==> src/rtl/deser_pkg.sv <==
// Shared definitions for the forwarded-clock deserializer.
package deser_pkg;

    // Classification of the clock lane in one sampling cycle.
    typedef enum logic [1:0] {
        EV_NONE  = 2'd0,  // mid-frame, no edge expected or seen
        EV_GOOD  = 2'd1,  // edge exactly one frame after the previous edge
        EV_EARLY = 2'd2,  // edge before the frame was complete
        EV_MISS  = 2'd3   // frame complete but no edge arrived
    } edge_ev_t;

endpackage

==> src/rtl/deser_lane_capture.sv <==
// Input sampling stage.
// Registers the data lanes and the clock lane once per bit period, then
// flags a rising edge on the clock lane.
// Assumes all lanes are already aligned to clk by the analog front end.
module deser_lane_capture #(
    parameter int LANES = 4
) (
    input  logic             clk,
    input  logic             rst_n,
    input  logic [LANES-1:0] lane_i,
    input  logic             fclk_i,
    output logic [LANES-1:0] lane_q,
    output logic             rise_o
);

    logic fclk_q;
    logic fclk_d;

    // Sample every lane and keep one older clock-lane sample.
    always_ff @(posedge clk) begin
        if (!rst_n) begin
            lane_q <= '0;
            fclk_q <= 1'b0;
            fclk_d <= 1'b0;
        end else begin
            lane_q <= lane_i;
            fclk_q <= fclk_i;
            fclk_d <= fclk_q;
        end
    end

    // A sample of 1 that follows a sample of 0 marks the first slot of a frame.
    assign rise_o = fclk_q & ~fclk_d;

endmodule

==> src/rtl/deser_frame_align.sv <==
// Frame aligner and lock tracker.
// Numbers the bit slots from the clock-lane edge and counts the chain of
// edges that are spaced one frame apart.
// Assumes LOCK_FRAMES >= 2.
module deser_frame_align
    import deser_pkg::*;
#(
    parameter int BITS        = 7,
    parameter int LOCK_FRAMES = 64
) (
    input  logic clk,
    input  logic rst_n,
    input  logic pwr_n,
    input  logic rise_i,
    output logic last_o,
    output logic lock_o
);

    localparam int SLOT_W = $clog2(BITS);
    localparam int CNT_W  = $clog2(LOCK_FRAMES + 1);
    localparam logic [SLOT_W-1:0] LAST_SLOT = SLOT_W'(BITS - 1);
    localparam logic [CNT_W-1:0]  CNT_MAX   = CNT_W'(LOCK_FRAMES);

    logic [SLOT_W-1:0] slot_r;
    logic [SLOT_W-1:0] cur_slot;
    logic [CNT_W-1:0]  cnt;
    edge_ev_t          ev;

    // Slot number of the sample now being shifted in.
    always_comb begin
        if (rise_i || slot_r == LAST_SLOT) cur_slot = '0;
        else                               cur_slot = slot_r + 1'b1;
    end

    // Decide whether this cycle's edge, or its absence, fits the frame.
    always_comb begin
        if (rise_i)                  ev = (slot_r == LAST_SLOT) ? EV_GOOD : EV_EARLY;
        else if (slot_r == LAST_SLOT) ev = EV_MISS;
        else                         ev = EV_NONE;
    end

    assign last_o = (cur_slot == LAST_SLOT);

    // Slot counter runs freely and realigns on every edge.
    always_ff @(posedge clk) begin
        if (!rst_n) slot_r <= LAST_SLOT;
        else        slot_r <= cur_slot;
    end

    // Chain length and lock flag.
    always_ff @(posedge clk) begin
        if (!rst_n || !pwr_n) begin
            cnt    <= '0;
            lock_o <= 1'b0;
        end else begin
            case (ev)
                EV_GOOD: begin
                    if (cnt != CNT_MAX)           cnt    <= cnt + 1'b1;
                    if (cnt == CNT_MAX - 1'b1)    lock_o <= 1'b1;
                end
                EV_EARLY: begin
                    cnt    <= CNT_W'(1);
                    lock_o <= 1'b0;
                end
                EV_MISS: begin
                    cnt    <= '0;
                    lock_o <= 1'b0;
                end
                default: ;
            endcase
        end
    end

    // an edge always restarts slot numbering at zero.
    a_r1_edge_slot0: assert property (@(posedge clk) disable iff (!rst_n)
        rise_i |=> (slot_r == '0));

    // a frame ending without an edge leaves the block unlocked.
    a_r6_miss_unlocks: assert property (@(posedge clk) disable iff (!rst_n)
        (slot_r == LAST_SLOT && !rise_i) |=> !lock_o);

    // an early edge unlocks and starts a chain of one.
    a_r7_early_restarts: assert property (@(posedge clk) disable iff (!rst_n)
        (rise_i && slot_r != LAST_SLOT && pwr_n) |=> (!lock_o && cnt == CNT_W'(1)));

    // lock appears only when the chain reaches its required length.
    a_r5_lock_after_chain: assert property (@(posedge clk) disable iff (!rst_n)
        $rose(lock_o) |-> ($past(cnt) == CNT_MAX - 1'b1));

endmodule

==> src/rtl/deser_lane_shift.sv <==
// Per-lane shift registers.
// Every cycle, each lane's newest sample enters at the top and older
// samples move toward bit 0. When slot 6 has just been captured, bit s
// of a lane holds slot s.
// Assumes the aligner says when a frame is complete.
module deser_lane_shift #(
    parameter int LANES = 4,
    parameter int BITS  = 7
) (
    input  logic                  clk,
    input  logic                  rst_n,
    input  logic [LANES-1:0]      lane_q,
    output logic [LANES*BITS-1:0] frame_o
);

    for (genvar k = 0; k < LANES; k++) begin : g_lane
        logic [BITS-1:0] sh;

        // Shift the newest lane sample in from the top.
        always_ff @(posedge clk) begin
            if (!rst_n) sh <= '0;
            else        sh <= {lane_q[k], sh[BITS-1:1]};
        end

        assign frame_o[k*BITS +: BITS] = sh;
    end

endmodule

==> src/rtl/deser_word_out.sv <==
// Output register and strobe generator.
// Copies the assembled frame to the output one cycle after its last slot,
// provided the link is locked. The strobe rises together with the new word.
// Power-down clears the output and the strobe.
// Assumes STB_HIGH < BITS, so each strobe pulse ends before the next frame.
module deser_word_out #(
    parameter int WIDTH    = 28,
    parameter int STB_HIGH = 3
) (
    input  logic             clk,
    input  logic             rst_n,
    input  logic             pwr_n,
    input  logic             last_i,
    input  logic             lock_i,
    input  logic [WIDTH-1:0] frame_i,
    output logic [WIDTH-1:0] word_o,
    output logic             strobe_o
);

    localparam int STB_W = $clog2(STB_HIGH + 1);
    localparam logic [STB_W-1:0] STB_LOAD = STB_W'(STB_HIGH);

    logic             pub_r;
    logic [STB_W-1:0] stb_cnt;

    // Mark a locked frame whose last slot was just shifted in.
    always_ff @(posedge clk) begin
        if (!rst_n) pub_r <= 1'b0;
        else        pub_r <= last_i && lock_i && pwr_n;
    end

    // Hold the published word; power-down forces zeros.
    always_ff @(posedge clk) begin
        if (!rst_n || !pwr_n) word_o <= '0;
        else if (pub_r)       word_o <= frame_i;
    end

    // Strobe pulse length counter.
    always_ff @(posedge clk) begin
        if (!rst_n || !pwr_n)   stb_cnt <= '0;
        else if (pub_r)         stb_cnt <= STB_LOAD;
        else if (stb_cnt != '0) stb_cnt <= stb_cnt - 1'b1;
    end

    assign strobe_o = (stb_cnt != '0);

    // power-down clears the word and the strobe.
    a_r8_pd_clears: assert property (@(posedge clk) disable iff (!rst_n)
        !pwr_n |=> (word_o == '0 && !strobe_o));

    // outside power-down, the word changes only as the strobe rises.
    a_r3_word_with_strobe: assert property (@(posedge clk) disable iff (!rst_n)
        ($past(pwr_n) && word_o != $past(word_o)) |-> $rose(strobe_o));

endmodule

==> src/rtl/fwdclk_deser.sv <==
// Forwarded-clock four-lane deserializer, top level.
// Chain: input sampling -> slot alignment and lock -> lane shifting ->
// output register with strobe.
// Assumes clk runs at bit rate with lanes already aligned to it, and that
// reset is held for at least two cycles.
module fwdclk_deser #(
    parameter int LANES       = 4,
    parameter int BITS        = 7,
    parameter int LOCK_FRAMES = 64,
    parameter int STB_HIGH    = 3
) (
    input  logic                  clk,
    input  logic                  rst_n,
    input  logic                  pwr_n,
    input  logic [LANES-1:0]      lane_i,
    input  logic                  fclk_i,
    output logic [LANES*BITS-1:0] word_o,
    output logic                  strobe_o,
    output logic                  lock_o
);

    localparam int WIDTH = LANES * BITS;

    logic [LANES-1:0] lane_q;
    logic             rise;
    logic             last;
    logic [WIDTH-1:0] frame;

    deser_lane_capture #(.LANES(LANES)) u_cap (
        .clk    (clk),
        .rst_n  (rst_n),
        .lane_i (lane_i),
        .fclk_i (fclk_i),
        .lane_q (lane_q),
        .rise_o (rise)
    );

    deser_frame_align #(.BITS(BITS), .LOCK_FRAMES(LOCK_FRAMES)) u_align (
        .clk    (clk),
        .rst_n  (rst_n),
        .pwr_n  (pwr_n),
        .rise_i (rise),
        .last_o (last),
        .lock_o (lock_o)
    );

    deser_lane_shift #(.LANES(LANES), .BITS(BITS)) u_shift (
        .clk     (clk),
        .rst_n   (rst_n),
        .lane_q  (lane_q),
        .frame_o (frame)
    );

    deser_word_out #(.WIDTH(WIDTH), .STB_HIGH(STB_HIGH)) u_out (
        .clk      (clk),
        .rst_n    (rst_n),
        .pwr_n    (pwr_n),
        .last_i   (last),
        .lock_i   (lock_o),
        .frame_i  (frame),
        .word_o   (word_o),
        .strobe_o (strobe_o)
    );

    // reset leaves every output quiet.
    a_r9_reset_quiet: assert property (@(posedge clk)
        !rst_n |=> (word_o == '0 && !strobe_o && !lock_o));

endmodule

==> config.mk <==
export PLATFORM = sky130hd
export DESIGN_NAME = fwdclk_deser
export DESIGN_NICKNAME = d
export VERILOG_FILES = /design/src/rtl/deser_pkg.sv /design/src/rtl/deser_lane_capture.sv /design/src/rtl/deser_frame_align.sv /design/src/rtl/deser_lane_shift.sv /design/src/rtl/deser_word_out.sv /design/src/rtl/fwdclk_deser.sv
export SDC_FILE = /design/constraint.sdc
export NUM_CORES = 1
export LEC_CHECK = 0
export CORE_MARGIN = 2
export CORE_UTILIZATION = 35
export CTS_CLUSTER_DIAMETER = 150
export CTS_CLUSTER_SIZE = 16
export DETAILED_ROUTE_END_ITERATION = 8
export PLACE_DENSITY_LB_ADDON = 0.15
export SYNTH_ARGS = -nofsm -noshare
export SYNTH_HDL_FRONTEND = slang
export SYNTH_SLANG_ARGS = --single-unit
export TNS_END_PERCENT = 100
==> constraint.sdc <==
create_clock -name clk -period 1.8 [get_ports clk]
set_clock_uncertainty 0.15 [all_clocks]
set_input_delay 0.18 -clock clk [delete_from_list [all_inputs] [get_ports clk]]
set_output_delay 0.18 -clock clk [all_outputs]
set_load 0.05 [all_outputs]
# Word-level counts from Yosys, hierarchy flattened
# Index checks and enable logic that the tools add are counted.
# word_totals
regBits	76
out_inout_bits	30
word_cells	50
# classes
addsub	3
eq_ne	9
muxes	10
n_bitwise	2
reduce_logical	13
# op_table
cell	count
one-hot mux 7 bit (3 select lines)	1
two-way mux 2 bit	5
adder 7 x 1 -> 7 bit (second input constant)	1
== test 7 x 6 -> 1 bit (second input constant)	1
two-way mux 7 bit	1
!= test 7 bit (second input constant)	1
== test 3 bit (second input constant)	2
nonzero test 2 bit	3
== test 2 bit (second input constant)	2
!= test 2 x 1 -> 1 bit (second input constant)	2
AND reduction 2 bit	2
adder 3 x 1 -> 3 bit (second input constant)	1
two-way mux 3 bit	1
nonzero test 3 bit	1
== test 2 x 1 -> 1 bit (second input constant)	1
logical AND 1 bit	2
logical NOT 1 bit	2
logical OR 1 bit	2
one-hot mux 1 bit (2 select lines)	1
OR reduction 2 bit	1
subtractor 2 x 1 -> 2 bit (second input constant)	1
bitwise AND 1 bit	1
two-way mux 1 bit	1
NOT 1 bit	1

# Logic depth before layout (Yosys ltp)
# Gate-level depths: netlist (run 1).
# logic_depth
depth_word	7
mapped_depth	8

# Hierarchy
# A second synthesis (run 1) with hierarchy kept.
# unflattened
cells_unflattened	256
hier_area_um2	2788.9
# by_module_without_submodules
module	n_inst	cells_per_inst	area_each_um2	seq_area_each_um2
deser_word_out	1	106	1162.4	620.6
deser_lane_shift	1	58	785.8	560.5
deser_frame_align	1	79	676.9	220.2
deser_lane_capture	1	13	163.9	120.1

# Worst setup path after synthesis (run 1)
# OpenSTA, ideal clock, no wires.
# synth_timing
path_kind	flip-flop to flip-flop
from	register u_align.slot_r[0]
to	register u_align.cnt[6]
setup_time_ns	0.088
arrival_time_ns	1.583
setup_slack_ns	-0.022
stages_incl_launch_ff	9
n_path_buf	0
cell_sequence	dfxtp_1 > inv_1 > ha_1 > and2_1 > ha_1 > and4b_4 > a21oi_4 > nand2_2 > o32ai_2
# synth_via
elab_chain_len	6
word_cells_on_any_way	11
cone_classes	eq/ne: 5; mux: 4; reduce/logical: 2
# synth_rtl
element	line	source
from (decl)	deser_frame_align.sv:24	logic [SLOT_W-1:0] slot_r;
from (signal assigned)	deser_frame_align.sv:47	else slot_r <= cur_slot;
== test 3 bit *	deser_frame_align.sv:37, deser_frame_align.sv:38	
two-way mux 2 bit, on equally long branches	deser_frame_align.sv:38, deser_frame_align.sv:37	
two-way mux 2 bit *	deser_frame_align.sv:37	if (rise_i) ev = (slot_r == LAST_SLOT) ? EV_GOOD : EV_EARLY;
== test 2 x 1 -> 1 bit or == test 2 bit (tied branches)	deser_frame_align.sv:56	case (ev)
!= test 2 x 1 -> 1 bit (no source line) or nonzero test 3 bit (tied branches)	-	
AND reduction 2 bit (no source line)	-	
to (signal assigned)	deser_frame_align.sv:58	if (cnt != CNT_MAX) cnt <= cnt + 1'b1;
to (decl)	deser_frame_align.sv:26	logic [CNT_W-1:0] cnt;
# Mark *: on every way between the ends. The rest lies on a longest branch, timed or not.
# A chain may end at the register's enable or synchronous reset.

# Final worst setup path (run 1)
# layout_timing
from	register u_align.slot_r[0]
to	register u_align.cnt[1]
# The elaborated chain is that of the path after synthesis.

==> run summary, run 1 <==
========================================================================================
Capturing element type of the critical path                                    flip-flop
RePlAce Congestion                                                                 0.740
Count of state elements after synthesis                                               76
Leading cell type in the layout, fill and taps excluded                     sky130_fd_sc_hd__dfxtp_1
Syn Nets                                                                             271
HP Start                                                                       lane_i[1]
I/O pins                                                                              38
Setup repair after global routing missed its margin                                 true
Fin. max-slew vios                                                                     0
Final net count                                                                      322
Wire length per cell after detailed routing                                      11.3 µm
Core Box Area                                                                   7330 µm²
Sort of element at the start of the critical path                              flip-flop
Pin count of the biggest net entering global routing                                  38
FILL cells                                                                           701
Type of the tightest min-delay check                                        primary input to flip-flop
Final Core Density                                                                 47.6%
Number of buffers on the longest clock path                                            2
Count of non-filler cells in the finished layout                                     408
Iter 0 DRT Violations                                                                 47
Insertion delay to the later sink of the worst-skew pair                         0.34 ns
Syn_area_per_cell                                                               10.6 µm²
Power density normalized to cell area                                         977 nW/µm²
CTS Hold Buffers Added                                                                 0
IO buf count                                                                          37
Number of antenna violations at the first check in global routing                      0
Synthesis-to-finish area growth                                                    29.6%
Number of design rule violations left after detail routing                             0
Synthesized cell area                                                           2690 µm²
Number of iterations in the first detailed-routing pass                                4
Post-layout minimum cycle time                                                   1.80 ns
Number of failing hold endpoints at the final stage                                    0
Arrival time at the worst endpoint                                               1.87 ns
Reported leakage power                                                           1.39 nW
Full die area                                                                   8400 µm²
Worst Path Max Fanout                                                                  5
Root buf cell                                                               sky130_fd_sc_hd__clkbuf_8
Via count of the first global-routing pass                                          1663
Number of rows created at floorplan                                                   31
Portion of the clock cycle consumed by the worst path in the final layout          99.9%
Number of CTS-inserted buffers                                                         9
Kind of critical path                                                       flip-flop to flip-flop
Result of the run                                                           complete, no violations
Routed via count                                                                    1800
Top library cells by usage in the layout, fill and taps aside               sky130_fd_sc_hd__dfxtp_1 (74), sky130_fd_sc_hd__nor2_1 (38), sky130_fd_sc_hd__and2_1 (35)
Max Clock Freq                                                                 0.556 GHz
Cell count after synthesis                                                           254
Initial cell density of the core                                                   36.7%
GRT Residual Overflow                                                                  0
Final count of negative-setup-slack endpoints                                          0
Clock net sink count                                                                  76
Sequential-to-total area share from yosys stat                                     56.6%
Post-Place Cells                                                                     385
Synth Warn #                                                                           0
First element of the critical path                                          u_align.slot_r[0]$_SDFF_PN0_
Max IR drop VDD                                                                 0.390 mV
Count of antenna diodes in the layout                                                  0
DR vias/cell                                                                        4.41
Total routing usage reported by global routing                                     11.7%
Overall power after layout                                                       3.41 mW
Post-synthesis cell type count                                                        32
Max-slew headroom                                                                  68.0%
Actual slew at the worst max-slew pin                                           0.482 ns
Clock-pin slew on the worst setup and hold paths                                 0.08 ns
Vert. Die Dim                                                                    91.7 µm
Floorplan die width                                                              91.7 µm
Antenna violation net count after detailed routing                                     0
Worst hold path cell count                                                             2
Post-detailed-placement half-perimeter wirelength                                2.84 mm
CTS tree                                                                            done
R2R Path Start                                                              u_align.slot_r[0]$_SDFF_PN0_
Required arrival time at the worst endpoint                                      1.87 ns
Max-cap viol count                                                                     0
Fraction of layout instances using a drive strength above 1                        22.3%
Cells on worst reg2reg path                                                            9
CTS H-tree lvls                                                                        3
Wirelength, routed                                                               4.61 mm
Global-route wire length before repair                                           7.67 mm
========================================================================================
## per-layer routing
layer	GRT usage (%)	share of wire [%]	vias up
li1	-	-	929
met1	14.6	49	822
met2	17.5	44	37
met3	2.96	3.9	12
met4	8.21	2.8	0
met5	0	0	-
## stage by stage
| stage | worst slack, ns | area [µm²] | setup TNS (ns) | hold slack (ns) |
|---|---|---|---|---|
| floorplan | 0.0173 | 2700 | 0 | 0.157 |
| global placement | -0.0475 | 3180 | -0.105 | 0.266 |
| detailed placement | -0.112 | 3180 | -0.398 | 0.269 |
| CTS | 0.00761 | 3450 | 0 | 0.239 |
| global route | -0.0674 | 3490 | -0.255 | 0.259 |
| finish | 0.000971 | 3490 | 0 | 0.261 |
## worst paths after layout
kind / slack (ns) / endpoint
max: 0.001 / u_align.cnt[1]$_SDFFE_PP0P_
min: 0.26 / u_cap.lane_q[1]$_SDFF_PN0_
min reg2reg: 0.29 / u_shift.g_lane[0].sh[6]$_SDFF_PN0_
max reg2reg: 0.001 / u_align.cnt[1]$_SDFFE_PP0P_
## cells in the mapped netlist
master	count	share of area, %
sky130_fd_sc_hd__dfxtp_1	76	57
sky130_fd_sc_hd__nor2_1	38	5.3
sky130_fd_sc_hd__and2_1	36	8.4
sky130_fd_sc_hd__mux2i_1	30	11
sky130_fd_sc_hd__nand2_1	10	1.4
sky130_fd_sc_hd__ha_1	9	4.2
sky130_fd_sc_hd__clkbuf_1	8	1.1
sky130_fd_sc_hd__inv_1	8	1.1
sky130_fd_sc_hd__buf_2	4	0.74
sky130_fd_sc_hd__and3_1	3	0.70
sky130_fd_sc_hd__nand2b_1	3	0.70
sky130_fd_sc_hd__nand3_1	3	0.56
sky130_fd_sc_hd__o211ai_1	3	0.84
sky130_fd_sc_hd__o21ai_1	3	0.56
sky130_fd_sc_hd__a21oi_1	2	0.37
sky130_fd_sc_hd__o22ai_1	2	0.47
sky130_fd_sc_hd__a21boi_1	1	0.28
sky130_fd_sc_hd__a21boi_2	1	0.42
sky130_fd_sc_hd__a21oi_4	1	0.60
sky130_fd_sc_hd__a221oi_1	1	0.33
sky130_fd_sc_hd__and4b_4	1	0.51
sky130_fd_sc_hd__clkinv_1	1	0.14
sky130_fd_sc_hd__nand2_2	1	0.23
sky130_fd_sc_hd__nand3b_1	1	0.28
sky130_fd_sc_hd__nand4_1	1	0.23
sky130_fd_sc_hd__nand4b_1	1	0.33
sky130_fd_sc_hd__nor3_4	1	0.60
sky130_fd_sc_hd__nor4b_1	1	0.33
sky130_fd_sc_hd__o21ai_2	1	0.33
sky130_fd_sc_hd__o32ai_2	1	0.60
sky130_fd_sc_hd__xnor2_1	1	0.33
sky130_fd_sc_hd__xor2_1	1	0.33
## critical path: stages, from the launching register on
cell	delay (ns)
sky130_fd_sc_hd__dfxtp_2	0.34
sky130_fd_sc_hd__inv_2	0.05
sky130_fd_sc_hd__ha_4	0.15
sky130_fd_sc_hd__and2_4	0.14
sky130_fd_sc_hd__ha_4	0.15
sky130_fd_sc_hd__and4b_4	0.19
sky130_fd_sc_hd__a21oi_4	0.22
sky130_fd_sc_hd__buf_6	0.14
sky130_fd_sc_hd__nand2b_1	0.09
sky130_fd_sc_hd__a21oi_1	0.06
## kinds of logic (layout without fill, tap and decap cells)
logic type	after synthesis	in the layout	synth area share [%]
AOI/OAI and AO/OA	16	16	4.79
xor gates and xnor gates	2	2	0.651
adders and majority gates	9	9	4.19
buffers and inverters	21	76	3.12
DFF	76	76	56.6
muxes	30	30	11.2
and+or+nand+nor	100	100	19.5
## cell type report
cell class / instances / area, µm² / share of cell area [%]
clock buffer: 10 / 138 / 3.95
clock inverter: 5 / 61.3 / 1.76
inverter: 9 / 33.8 / 0.969
multi-input combinational: 157 / 1150 / 32.9
sequential: 76 / 1520 / 43.7
tap: 99 / 124 / 3.55
timing repair buffer: 52 / 459 / 13.2
## registers in the layout (all words and copies together), names as in the netlist, 2 cells and up
signal             count
u_align.cnt            7
u_align.slot_r         3
u_cap.lane_q           4
u_out.stb_cnt          2
u_out.word_o          28
u_shift.g_lane.sh     28
## power by group
group | switching, mW | internal, mW
sequential | 0.0202 | 1.71
clock | 0.619 | 0.675
combinational | 0.192 | 0.187
total | 0.831 | 2.58
## timing repair
item,in CTS,in global routing
buffers inserted,8,0
setup endpoints to repair,15,5
gates resized for setup,15,5
pin swaps,5,1
(Power assumes the default switching activity.)
==> run 2: changes to the inputs <==
Settings changed: PLACE_DENSITY set to 0.6, PLACE_DENSITY_LB_ADDON 0.15 to not set.
==> run 2 against run 1 <==
The flow now finishes with violations (negative setup slack); final area fell by 0.86%; worst setup slack worse by 0.024 ns; sequential power about the same; fmax down 1.3%; clock power is essentially flat.
==> run summary, run 2 (synthesis results as in run 1) <==
========================================================================================
Result of the run                                                           complete, but fails checks
Violations in the final reports                                             negative setup slack
Top library cells by usage in the layout, fill and taps aside               sky130_fd_sc_hd__dfxtp_1 (74), sky130_fd_sc_hd__nor2_1 (38), sky130_fd_sc_hd__and2_1 (35)
Wire length per cell after detailed routing                                      11.8 µm   +4.6%
Wirelength, routed                                                               4.84 mm   +4.9%
CTS H-tree lvls                                                                        3   unchanged
Leading cell type in the layout, fill and taps excluded                     sky130_fd_sc_hd__dfxtp_1
CP max stage delay                                                               0.34 ns   about the same
Floorplan die width                                                              91.7 µm   unchanged
Reported leakage power                                                           1.38 nW   -0.54%
Post-layout minimum cycle time                                                   1.82 ns   +0.0240 ns
Initial cell density of the core                                                   36.7%   unchanged
Post-detailed-placement half-perimeter wirelength                                3.33 mm   +17%
Worst Slack Setup Final                                                       -0.0230 ns   -0.0240 ns
Count of non-filler cells in the finished layout                                     409   +0.25%
Number of CTS-inserted buffers                                                         9   unchanged
Number of failing hold endpoints at the final stage                                    0   unchanged
Post-Place Cells                                                                     388   +0.78%
Number of buffers on the longest clock path                                            2   unchanged
Antenna violation net count after detailed routing                                     0   unchanged
Required arrival time at the worst endpoint                                      1.90 ns   +0.03 ns
Full die area                                                                   8400 µm²   unchanged
CTS Hold Buffers Added                                                                 0   unchanged
Core Box Area                                                                   7330 µm²   unchanged
Max-cap viol count                                                                     0   unchanged
Type of the tightest min-delay check                                        primary input to flip-flop
Number of design rule violations left after detail routing                             0   unchanged
Pin count of the biggest net entering global routing                                  24   -37%
IO buf count                                                                          37   unchanged
Power density normalized to cell area                                         982 nW/µm²   +0.50%
RePlAce Congestion                                                                 0.795   +7.3%
Kind of critical path                                                       flip-flop to flip-flop
Biggest registers after layout                                              u_out.word_o (28), u_shift.g_lane.sh (28), u_align.cnt (7)
Final net count                                                                      322   unchanged
CTS tree                                                                            done
Worst Path Max Fanout                                                                  5   unchanged
Number of iterations in the first detailed-routing pass                                4   unchanged
Number of antenna violations at the first check in global routing                      0   unchanged
Setup repair after global routing missed its margin                                 true
Max IR drop VDD                                                                 0.360 mV   -7.7%
Clock net sink count                                                                  76   unchanged
Number of rows created at floorplan                                                   31   unchanged
Insertion delay to the later sink of the worst-skew pair                         0.34 ns   about the same
Post-placement setup slack                                                    -0.0972 ns   +0.0149 ns
DR vias/cell                                                                        4.44   +0.53%
Sort of element at the start of the critical path                              flip-flop
Routed via count                                                                    1814   +0.78%
Slowest CP cell                                                             sky130_fd_sc_hd__dfxtp_2
Arrival time at the worst endpoint                                               1.92 ns   +0.05 ns
FILL cells                                                                           692   -1.3%
Capturing element type of the critical path                                    flip-flop
Root buf cell                                                               sky130_fd_sc_hd__clkbuf_8
Total negative setup slack                                                    -0.0392 ns   -0.0392 ns
Crit-path cells                                                             inv_2 -> ha_2 -> and2_4 -> ha_4 -> and4b_4 -> a21oi_4 -> o21ai_2 -> a221oi_2
GRT Residual Overflow                                                                  0   unchanged
I/O pins                                                                              38   unchanged
Max Clock Freq                                                                 0.549 GHz   -1.3%
Fin. max-slew vios                                                                     0   unchanged
Via count of the first global-routing pass                                          1746   +5.0%
Clock-pin slew on the worst setup and hold paths                                 0.08 ns   about the same
Max-slew headroom                                                                  67.5%   -0.57 points
Synthesis-to-finish area growth                                                    28.5%
Overall power after layout                                                       3.39 mW   -0.37%
Fraction of layout instances using a drive strength above 1                        21.9%   -0.39 points
Actual slew at the worst max-slew pin                                           0.490 ns   +0.00853 ns
Global-route wire length before repair                                           8.05 mm   +5.0%
Portion of the clock cycle consumed by the worst path in the final layout           101%   +1.3 points
Count of antenna diodes in the layout                                                  0   unchanged
Vert. Die Dim                                                                    91.7 µm   unchanged
Total routing usage reported by global routing                                     12.3%   +0.62 points
Iter 0 DRT Violations                                                                 72   +53%
Final count of negative-setup-slack endpoints                                          2   +2
========================================================================================
run 2: cell count changes in the layout (fill, tap and decap cells not counted), sizes merged:
cell | previous run | this run
clkbuf | 10 | 9
buf | 37 | 36
inv | 9 | 11
dlygate4sd2 | 8 | 9
run 2: area by class of cell:
| class | instances | area (µm²) | area share (%) |
|---|---|---|---|
| inverter | 9 | 37.5 | 1.09 |
| clock buffer | 9 | 124 | 3.58 |
| clock inverter | 7 | 82.6 | 2.39 |
| sequential | 76 | 1520 | 44.1 |
| multi-input combinational | 157 | 1120 | 32.3 |
| timing repair buffer | 52 | 448 | 13.0 |
| tap | 99 | 124 | 3.58 |
run 2: path summary, 6_finish.rpt:
kind,startpoint,to,slack (ns),cells after the start
worst max register to register,u_align.slot_r[0]$_SDFF_PN0_,u_align.cnt[0]$_SDFFE_PP0P_,-0.02,8
worst min-delay path,lane_i[1],u_cap.lane_q[1]$_SDFF_PN0_,0.26,2
worst max-delay path,u_align.slot_r[0]$_SDFF_PN0_,u_align.cnt[0]$_SDFFE_PP0P_,-0.02,8
worst min register to register,u_cap.lane_q[0]$_SDFF_PN0_,u_shift.g_lane[0].sh[6]$_SDFF_PN0_,0.28,1
run 2: what timing repair did:
item / CTS / global route
setup buffers: 3 / 2
gates resized for setup: 16 / 2
setup endpoints to repair: 16 / 5
pin swaps: 4 / 3
run 2: power breakdown:
| part | internal, mW | switching (mW) | leakage [nW] |
|---|---|---|---|
| Combinational | 0.169 | 0.181 | 0.666 |
| Sequential | 1.71 | 0.0168 | 0.617 |
| Clock | 0.661 | 0.652 | 0.0984 |
| Total | 2.54 | 0.850 | 1.38 |
run 2: through the flow:
step | hold WS [ns] | util [%] | area (µm²)
floorplan | 0.157 | - | 2700
global placement | 0.265 | 43.5 | 3190
detailed placement | 0.272 | 43.5 | 3190
CTS | 0.241 | 46.9 | 3430
global route | 0.258 | 47.2 | 3460
finish | 0.263 | 47.2 | 3460
run 2: metal layers:
layer / global-route usage, % / up-vias / part of all wire (%)
li1: - / 934 / -
met1: 15.0 / 831 / 49
met2: 19.5 / 40 / 45
met3: 3.70 / 9 / 3.5
met4: 6.57 / 0 / 2.0
met5: 0 / - / 0
run 2: critical path: cells and delay by family (launching register included):
kind / cells / cell delay, ns
compound gates: 3 / 0.57
flops: 1 / 0.34
simple gates: 2 / 0.33
fa+ha+maj: 2 / 0.31
buf+inv: 1 / 0.04
==> run 3: changes to the inputs <==
Settings changed: GPL_TIMING_DRIVEN set to 0, REMOVE_ABC_BUFFERS set to 1.
==> run 3 against run 2 <==
Critical path type unchanged; non-clock buffer count fell by 11; the flow still finishes with violations (negative setup slack); critical path depth unchanged; fmax about the same; combinational power shrank 4%; register-to-register slack is essentially flat.
==> run summary, run 3 (synthesis results as in run 1) <==
========================================================================================
Violations in the final reports                                             negative setup slack
Clock net sink count                                                                  76   unchanged
Required arrival time at the worst endpoint                                      1.86 ns   -0.04 ns
Total routing usage reported by global routing                                     11.6%   -0.65 points
Number of iterations in the first detailed-routing pass                                4   unchanged
Final count of negative-setup-slack endpoints                                          4   +2
Wire length per cell after detailed routing                                      11.2 µm   -5.5%
Core Box Area                                                                   7330 µm²   unchanged
Fraction of met3 tracks used by global routing                                     2.71%   -0.99 points
Max-slew headroom                                                                  55.1%   -12 points
CTS tree                                                                            done
Area after detailed placement                                                   3160 µm²   -1.0%
Most crowded layer after global routing                                             met2
Number of buffers on the longest clock path                                            2   unchanged
FILL cells                                                                           696   +0.58%
Number of design rule violations left after detail routing                             0   unchanged
Synthesis-to-finish area growth                                                    27.4%
Number of antenna violations at the first check in global routing                      0   unchanged
Portion of the clock cycle consumed by the worst path in the final layout           101%   about the same
Routed via count                                                                    1726   -4.9%
Root buf cell                                                               sky130_fd_sc_hd__clkbuf_8
Type of the tightest min-delay check                                        primary input to flip-flop
Number of failing hold endpoints at the final stage                                    0   unchanged
Worst Slack Setup Final                                                       -0.0229 ns   +0.0000964 ns
Post-Place Cells                                                                     379   -2.3%
Count of antenna diodes in the layout                                                  0   unchanged
Initial cell density of the core                                                   36.7%   unchanged
RePlAce Congestion                                                                 0.777   -2.2%
Result of the run                                                           complete, but fails checks
IO buf count                                                                          37   unchanged
I/O pins                                                                              38   unchanged
Total negative setup slack                                                    -0.0737 ns   -0.0345 ns
Fin. max-slew vios                                                                     0   unchanged
Actual slew at the worst max-slew pin                                           0.673 ns   +0.183 ns
Max-cap viol count                                                                     0   unchanged
Area of the multi-input gates                                                   1140 µm²   +2.5%
Capturing element type of the critical path                                    flip-flop
Wirelength, routed                                                               4.45 mm   -8.1%
Worst hold slack across all endpoints                                           0.282 ns   +0.0184 ns
Count of non-filler cells in the finished layout                                     398   -2.7%
Global-route wire length before repair                                           7.69 mm   -4.5%
Met2 usage                                                                         18.0%   -1.5 points
Post-Layout Inst Area                                                           3430 µm²   -0.87%
M1 GR Usage                                                                        15.1%   +0.19 points
Reported leakage power                                                           1.40 nW   +1.6%
Power density normalized to cell area                                        1000 nW/µm²   +2.2%
Clock-pin slew on the worst setup and hold paths                                 0.07 ns   about the same
Post-layout minimum cycle time                                                   1.82 ns   -0.0000964 ns
Leading cell type in the layout, fill and taps excluded                     sky130_fd_sc_hd__dfxtp_1
Sort of element at the start of the critical path                              flip-flop
Sequential cell area in the final layout                                        1520 µm²   unchanged
DR vias/cell                                                                        4.34   -2.2%
Fraction of layout instances using a drive strength above 1                        14.4%   -7.6 points
Vert. Die Dim                                                                    91.7 µm   unchanged
Kind of critical path                                                       flip-flop to flip-flop
Pin count of the biggest net entering global routing                                  40   +67%
Arrival time at the worst endpoint                                               1.89 ns   -0.03 ns
Antenna violation net count after detailed routing                                     0   unchanged
Insertion delay to the later sink of the worst-skew pair                         0.32 ns   -0.02 ns
Top library cells by usage in the layout, fill and taps aside               sky130_fd_sc_hd__dfxtp_1 (74), sky130_fd_sc_hd__nor2_1 (38), sky130_fd_sc_hd__and2_1 (35)
Max Clock Freq                                                                 0.549 GHz   about the same
Iter 0 DRT Violations                                                                 73   +1.4%
Setup repair after global routing missed its margin                                 true
Final Core Density                                                                 46.7%   -0.41 points
Post-detailed-placement half-perimeter wirelength                                2.73 mm   -18%
Biggest registers after layout                                              u_out.word_o (28), u_shift.g_lane.sh (28), u_align.cnt (7)
GRT Residual Overflow                                                                  0   unchanged
Number of rows created at floorplan                                                   31   unchanged
Via count of the first global-routing pass                                          1667   -4.5%
Floorplan die width                                                              91.7 µm   unchanged
Full die area                                                                   8400 µm²   unchanged
Worst Path Max Fanout                                                                  6   +1
CTS H-tree lvls                                                                        3   unchanged
Number of CTS-inserted buffers                                                         9   unchanged
Final net count                                                                      311   -3.4%
Max IR drop VDD                                                                 0.452 mV   +26%
========================================================================================
[run 3: changes by cell type in the layout (fill, tap and decap cells not counted), sizes merged]
cell,previous run,this run
clkinvlp,3,2
inv,11,8
clkdlybuf4s50,7,6
clkdlybuf4s18,0,1
bufinv,1,2
dlygate4sd2,9,29
buf,36,5
clkinv,1,3
clkbuf,9,10
[run 3: power breakdown]
group          switching [mW]  internal [mW]  total (mW)
Combinational           0.181          0.158       0.338
Sequential             0.0161           1.71        1.73
Clock                   0.590          0.781        1.37
Total                   0.787           2.65        3.44
[run 3: stage by stage]
stage | worst slack, ns | power (mW)
6_report | -0.0229 | 3.44
5_1_grt | -0.128 | 3.62
4_1_cts | -0.0324 | 3.49
3_5_place_dp | -1.73 | 2.02
3_3_place_gp | -1.69 | 2.01
2_1_floorplan | -0.0286 | 1.94
[run 3: final timing paths]
path | startpoint | cells past startpoint | slack, ns | to
worst max-delay path | u_align.slot_r[0]$_SDFF_PN0_ | 8 | -0.02 | u_align.cnt[5]$_SDFFE_PP0P_
worst min-delay path | lane_i[3] | 2 | 0.28 | u_cap.lane_q[3]$_SDFF_PN0_
worst max register to register | u_align.slot_r[0]$_SDFF_PN0_ | 8 | -0.02 | u_align.cnt[5]$_SDFFE_PP0P_
worst min register to register | u_cap.lane_q[3]$_SDFF_PN0_ | 1 | 0.29 | u_shift.g_lane[3].sh[6]$_SDFF_PN0_
[run 3: critical path: stages (launching register included)]
cell,delay (ns)
sky130_fd_sc_hd__dfxtp_2,0.34
sky130_fd_sc_hd__inv_2,0.04
sky130_fd_sc_hd__ha_2,0.16
sky130_fd_sc_hd__and2_4,0.14
sky130_fd_sc_hd__ha_4,0.15
sky130_fd_sc_hd__and4b_4,0.19
sky130_fd_sc_hd__a21oi_4,0.24
sky130_fd_sc_hd__a21boi_2,0.23
sky130_fd_sc_hd__o22ai_2,0.08
[run 3: what timing repair did]
action,4_1_cts,5_1_grt
setup endpoints to repair,69,9
buffers inserted,3,0
hold buffers,0,0
resized for setup,51,7
endpoints found under the hold margin,0,0
pin swaps,8,2
[run 3: final cells by class]
cell class,count,area share [%]
repair buffers,41,11.2
clock buffers,10,3.72
clock inverters,6,2.59
flip-flops and latches,76,44.5
well taps,99,3.61
inverters,9,1.02
multi-input cells,157,33.4
[run 3: per-layer routing]
layer | wire length (µm) | part of all wire (%) | vias up
met1 | 2230 | 50 | 783
li1 | - | - | 909
met5 | 0 | 0 | -
met3 | 119 | 2.7 | 2
met2 | 2040 | 46 | 32
met4 | 49 | 1.1 | 0
